**src/rtl/thre_pkg.sv**
```systemverilog
package thre_pkg;
  typedef enum logic [1:0] {
    ST_BUSY = 2'd0,
    ST_HOLD = 2'd1,
    ST_DONE = 2'd2
  } thre_state_e;

  localparam logic [2:0] THRE_ID = 3'b001;
  localparam logic [2:0] NONE_ID = 3'b000;
endpackage

```
**src/rtl/thre_frame_len.sv**
```systemverilog
module thre_frame_len #(
  parameter int MIN_DATA_BITS = 5,
  parameter bit HAS_PARITY    = 1'b1,
  parameter int LEN_W         = 4
) (
  input  logic [1:0]       data_sel_i,
  input  logic             parity_en_i,
  output logic [LEN_W-1:0] len_o
);
  logic [LEN_W-1:0] par_bits;

  generate
    if (HAS_PARITY) begin : g_par
      assign par_bits = LEN_W'(parity_en_i);
    end else begin : g_nopar
      logic unused_par;
      assign unused_par = parity_en_i;
      assign par_bits   = '0;
    end
  endgenerate

  // start bit + data bits + parity; stop bits excluded
  assign len_o = LEN_W'(1 + MIN_DATA_BITS) + LEN_W'(data_sel_i) + par_bits;
endmodule

```
**src/rtl/thre_holdoff_timer.sv**
```systemverilog
module thre_holdoff_timer #(
  parameter int LEN_W = 4
) (
  input  logic             clk_i,
  input  logic             rst_ni,
  input  logic             load_i,
  input  logic [LEN_W-1:0] len_i,
  input  logic             run_i,
  input  logic             tick_i,
  output logic             expire_o
);
  logic [LEN_W-1:0] cnt_q;

  always_ff @(posedge clk_i or negedge rst_ni) begin
    if (!rst_ni)                            cnt_q <= '0;
    else if (load_i)                        cnt_q <= len_i;
    else if (run_i && tick_i && cnt_q != 0) cnt_q <= cnt_q - 1'b1;
  end

  assign expire_o = run_i && tick_i && (cnt_q == LEN_W'(1));
endmodule

```
**src/rtl/thre_multi_track.sv**
```systemverilog
module thre_multi_track #(
  parameter int CNT_W       = 5,
  parameter int MULTI_LEVEL = 2
) (
  input  logic             clk_i,
  input  logic             rst_ni,
  input  logic [CNT_W-1:0] fifo_cnt_i,
  input  logic             clr_i,
  output logic             multi_o
);
  logic multi_q;

  always_ff @(posedge clk_i or negedge rst_ni) begin
    if (!rst_ni) multi_q <= 1'b0;
    else         multi_q <= (fifo_cnt_i >= CNT_W'(MULTI_LEVEL)) || (multi_q && !clr_i);
  end

  assign multi_o = multi_q;
endmodule

```
**src/rtl/thre_pending_flag.sv**
```systemverilog
module thre_pending_flag (
  input  logic clk_i,
  input  logic rst_ni,
  input  logic set_i,
  input  logic wr_clr_i,
  input  logic rd_clr_i,
  output logic pend_o
);
  logic pend_q;

  always_ff @(posedge clk_i or negedge rst_ni) begin
    if (!rst_ni) pend_q <= 1'b0;
    else         pend_q <= set_i || (pend_q && !wr_clr_i && !rd_clr_i);
  end

  assign pend_o = pend_q;
endmodule

```
**src/rtl/thre_irq_gen.sv**
```systemverilog
module thre_irq_gen
  import thre_pkg::*;
#(
  parameter int FIFO_DEPTH    = 16,
  parameter int MIN_DATA_BITS = 5,
  parameter int MULTI_LEVEL   = 2,
  parameter bit HAS_PARITY    = 1'b1,
  localparam int CNT_W        = $clog2(FIFO_DEPTH + 1),
  localparam int LEN_W        = $clog2(MIN_DATA_BITS + 6)
) (
  input  logic             clk_i,
  input  logic             rst_ni,
  input  logic [CNT_W-1:0] fifo_cnt_i,
  input  logic             thr_wr_i,
  input  logic             iir_rd_i,
  input  logic             thre_top_i,
  input  logic             bit_tick_i,
  input  logic [1:0]       data_sel_i,
  input  logic             parity_en_i,
  output logic             thre_pend_o,
  output logic [2:0]       irq_id_o
);
  thre_state_e      state_q, state_d;
  logic             fifo_empty;
  logic             multi_seen;
  logic             load_hold;
  logic             raise;
  logic             expire;
  logic [LEN_W-1:0] hold_len;

  assign fifo_empty = (fifo_cnt_i == '0);

  thre_frame_len #(
    .MIN_DATA_BITS(MIN_DATA_BITS),
    .HAS_PARITY   (HAS_PARITY),
    .LEN_W        (LEN_W)
  ) i_frame_len (
    .data_sel_i (data_sel_i),
    .parity_en_i(parity_en_i),
    .len_o      (hold_len)
  );

  thre_holdoff_timer #(.LEN_W(LEN_W)) i_timer (
    .clk_i   (clk_i),
    .rst_ni  (rst_ni),
    .load_i  (load_hold),
    .len_i   (hold_len),
    .run_i   (state_q == ST_HOLD),
    .tick_i  (bit_tick_i),
    .expire_o(expire)
  );

  thre_multi_track #(
    .CNT_W      (CNT_W),
    .MULTI_LEVEL(MULTI_LEVEL)
  ) i_multi (
    .clk_i     (clk_i),
    .rst_ni    (rst_ni),
    .fifo_cnt_i(fifo_cnt_i),
    .clr_i     (raise),
    .multi_o   (multi_seen)
  );

  always_comb begin
    state_d   = state_q;
    load_hold = 1'b0;
    raise     = 1'b0;
    unique case (state_q)
      ST_BUSY: if (fifo_empty) begin
        if (thr_wr_i)        state_d = ST_DONE;
        else if (multi_seen) begin raise = 1'b1; state_d = ST_DONE; end
        else                 begin load_hold = 1'b1; state_d = ST_HOLD; end
      end
      ST_HOLD: begin
        if (!fifo_empty)   state_d = ST_BUSY;
        else if (thr_wr_i) state_d = ST_DONE;  // cancel
        else if (expire)   begin raise = 1'b1; state_d = ST_DONE; end
      end
      ST_DONE: if (!fifo_empty) state_d = ST_BUSY;
      default: state_d = ST_BUSY;
    endcase
  end

  always_ff @(posedge clk_i or negedge rst_ni) begin
    if (!rst_ni) state_q <= ST_BUSY;
    else         state_q <= state_d;
  end

  thre_pending_flag i_pend (
    .clk_i   (clk_i),
    .rst_ni  (rst_ni),
    .set_i   (raise),
    .wr_clr_i(thr_wr_i),
    .rd_clr_i(iir_rd_i && thre_top_i),
    .pend_o  (thre_pend_o)
  );

  assign irq_id_o = thre_pend_o ? THRE_ID : NONE_ID;
endmodule

```
**config.mk**
```make
export PLATFORM = sky130hd
export DESIGN_NAME = thre_irq_gen
export DESIGN_NICKNAME = d
export VERILOG_FILES = /design/src/rtl/thre_pkg.sv /design/src/rtl/thre_frame_len.sv /design/src/rtl/thre_holdoff_timer.sv /design/src/rtl/thre_multi_track.sv /design/src/rtl/thre_pending_flag.sv /design/src/rtl/thre_irq_gen.sv
export SDC_FILE = /design/constraint.sdc
export NUM_CORES = 1
export LEC_CHECK = 0
export ABC_CLOCK_PERIOD_IN_PS = 4700
export CORE_AREA = 8 8 45 47
export DETAILED_ROUTE_END_ITERATION = 8
export DIE_AREA = 0 0 53 55
export PLACE_DENSITY = 0.75
export SYNTH_ARGS = -nofsm -noshare
export SYNTH_HDL_FRONTEND = slang
export SYNTH_HIERARCHICAL = 1
export SYNTH_SLANG_ARGS = --single-unit
export TNS_END_PERCENT = 100
```
**constraint.sdc**
```tcl
create_clock -name clk_i -period 4.7 [get_ports clk_i]
set_clock_uncertainty 0.1 [all_clocks]
set_input_delay 0.94 -clock clk_i [delete_from_list [all_inputs] [get_ports clk_i]]
set_output_delay 0.94 -clock clk_i [all_outputs]
set_load 0.05 [all_outputs]
```
==> reports/metrics.cfg <==
[yosys]
ys_ff_latch = 8
yosysUniqueCellTypes = 29
syn_area_um2 = 577
ys_seq_area_share_pct = 34.7
yosys_warnings = 6
yosys-top-cells-area = dfrtp_1, ha_1, inv_1
synth_top_area_cell = dfrtp_1
synth_top_area_share_pct = 34.7
avgSynthCellArea_um2 = 9.01
synth_cells = 64

[timing]
fmax_mhz = 399
setup_tns_ns = 0
setup_ws_ns = 2.19
slew_headroom_pct = 66.4
fin_crit_ns = 2.51
period_share_pct = 53.3
rsz0062_at_grt = false
hold_viol_final = 0
worst_slew_pin_slew_ns = 0.502
maxSlewViolCount = 0
setup_viol = 0

[worst_setup_path]
crit_type = primary input to register
crit_family = simple AND/OR/NAND/NOR gates
arrival_ns = 2.54
crit_chain = clkdlybuf4s50_1 > nor4_2 > nand2_1 > nor3_2 > and2b_1 > o21ai_0 > nand3_1
cp_max_fo = 7
crit_buf_inv = 1
critPathSlowestCell = clkdlybuf4s50_1
cp-end-kind = register
cp.required_ns = 4.73
slowest_delay_ns = 0.47
start_kind = primary input

[cts]
cts_buffer_depth = 2
insertion_delay_ns = 0.25
hold_buffers = 0
cts_tree = done
cts_root_buffer = clkbuf_4
postCtsSetupRepairBufs = 0
clock_sinks = 8
numCtsBuffers = 3
cts_resized = 0
clkTransAtPathRegs_ns = 0.05
cts_htree_levels = 1

[run_status]
status = completed

[pwr]
p_leak_uw = 0.000338
irDropWorstVdd_uv = 132
power_density_nw_per_um2 = 196
p_total_uw = 147

[grt]
use_met1_pct = 9.27
grt_use_total_pct = 9.07
antenna_found_initial = 0
gr-total-overflow = 0
grt_start_max_net_pins = 9
grt_most_used_layer = met2
grt_util_met3_pct = 2.94
grt_pass1_vias = 474
grt_pass1_wl_um = 1880
gr-usage-met2_pct = 14.8

[run]
maxCapViolations = 0

[final_layout]
fillers = 129
final_common_cell = clkdlybuf4s50_1
diodes = 0
postLayoutCoreUtil_pct = 54.2
layout-drive-gt1-share_pct = 10.0
fin_nets = 101
postLayoutCellArea_um2 = 751
final_cell_mix = clkdlybuf4s50_1, inv_1, dfrtp_1, ha_1, nand2_1
area_delta_synth_final_pct = 30.2

[route]
drt-wirelength-per-cell_um = 12.7
first_pass_iters = 4
vias = 512
drc_errors = 0
vias_per_cell = 5.33
drt_iter0_markers = 8
wirelength_um = 1220
antenna_left = 0

[worst_hold_path]
worst_hold_path_type = register to register

[placement]
numPortBuffers = 15
post-place-ws_ns = 1.92
hpwl_um = 1050
place_congestion = 0.780
dpl_cell_area_um2 = 728

[die]
die_area_um2 = 2920
initial_core_util_pct = 41.7
rows = 14
die_h_um = 55
core-area_um2 = 1380
die_w_um = 53
io-pin-count = 18

[registers in the layout (all words and copies together), names as in the netlist]
signal	count
i_timer/cnt_q	4
state_q	2
i_multi/multi_o	1
i_pend/pend_o	1
[kinds of logic (layout without fill, tap and decap cells)]
group	after synthesis	count (layout)	share of synthesized area [%]
buffers and inverters	11	26	9.11
DFF	8	8	34.7
and+or+nand+nor	26	26	27.3
other	1	2	0.650
muxes	2	2	3.47
adders and majority gates	5	5	10.8
AOI/OAI and AO/OA	11	11	13.9
[layout make-up]
cell class	count	area (um^2)	share of cell area (%)
clock buffers	3	22.5	3.00
inverters	8	30.0	4.00
multi-input cells	46	328	43.7
flip-flops and latches	8	200	26.7
well taps	16	20.0	2.67
repair buffers	15	150	20.0
[per-layer routing]
layer | wire length, um | part of all wire [%]
met5 | 0 | 0
met2 | 599 | 49
met3 | 55 | 4.5
met4 | 25 | 2.1
met1 | 536 | 44
[stage by stage]
stage | std cells | hold WS, ns
6_report | 96 | 0.402
5_1_grt | 96 | 0.438
4_1_cts | 96 | 0.407
3_5_place_dp | 93 | 0.396
3_3_place_gp | 93 | 0.385
2_1_floorplan | 65 | 0.443
[worst reg2reg max path: stages (launching register included)]
cell and delay (ns):
dfrtp_1 0.43, nor2b_1 0.28, nand2_2 0.14, nor4b_1 0.45, mux2i_1 0.16, nor2_1 0.20
o21ai_1 0.08
[path summary, 6_finish.rpt]
path                       depth (start not counted)                    start                           end  slack [ns]
setup / recovery                                   7                 thr_wr_i  i_timer/cnt_q[0]$_DFFE_PN0P_        2.19
hold / removal                                     1  i_pend/pend_o$_DFF_PN0_       i_pend/pend_o$_DFF_PN0_        0.40
setup reg to reg                                   6   state_q[0]$_DFFE_PN0P_     i_multi/multi_o$_DFF_PN0_        2.71
hold reg to reg                                    1  i_pend/pend_o$_DFF_PN0_       i_pend/pend_o$_DFF_PN0_        0.40
max in group asynchronous                          1                   rst_ni       i_pend/pend_o$_DFF_PN0_        3.38
min in group asynchronous                          1                   rst_ni  i_timer/cnt_q[3]$_DFFE_PN0P_        0.86
[cell usage after synthesis]
library cell and instances:
buf_4 3, a211oi_1 1, nor3_1 3, o31a_2 1, mux2i_1 2, nor4_1 2, a2bb2oi_1 2, nor3b_1 2
nor3_2 1, nor2b_1 2, nor4b_1 1, ha_1 5, and2b_1 1, dfrtp_1 8, inv_1 8, nor2_1 3
o41ai_1 1, conb_1 1, and3_2 1, or4_1 1, nor4_2 1, nand3_1 2, o21ai_1 1, a41oi_1 1
and2_1 1, nand2_2 1, nand2_1 4, o21ai_0 3, a21o_1 1
[power breakdown]
part	switching (uW)	total (uW)	internal (uW)
Sequential	0.635	70.2	69.6
Clock	21.7	50.8	29.1
Combinational	12.4	26.0	13.6
(Power assumes the default switching activity.)
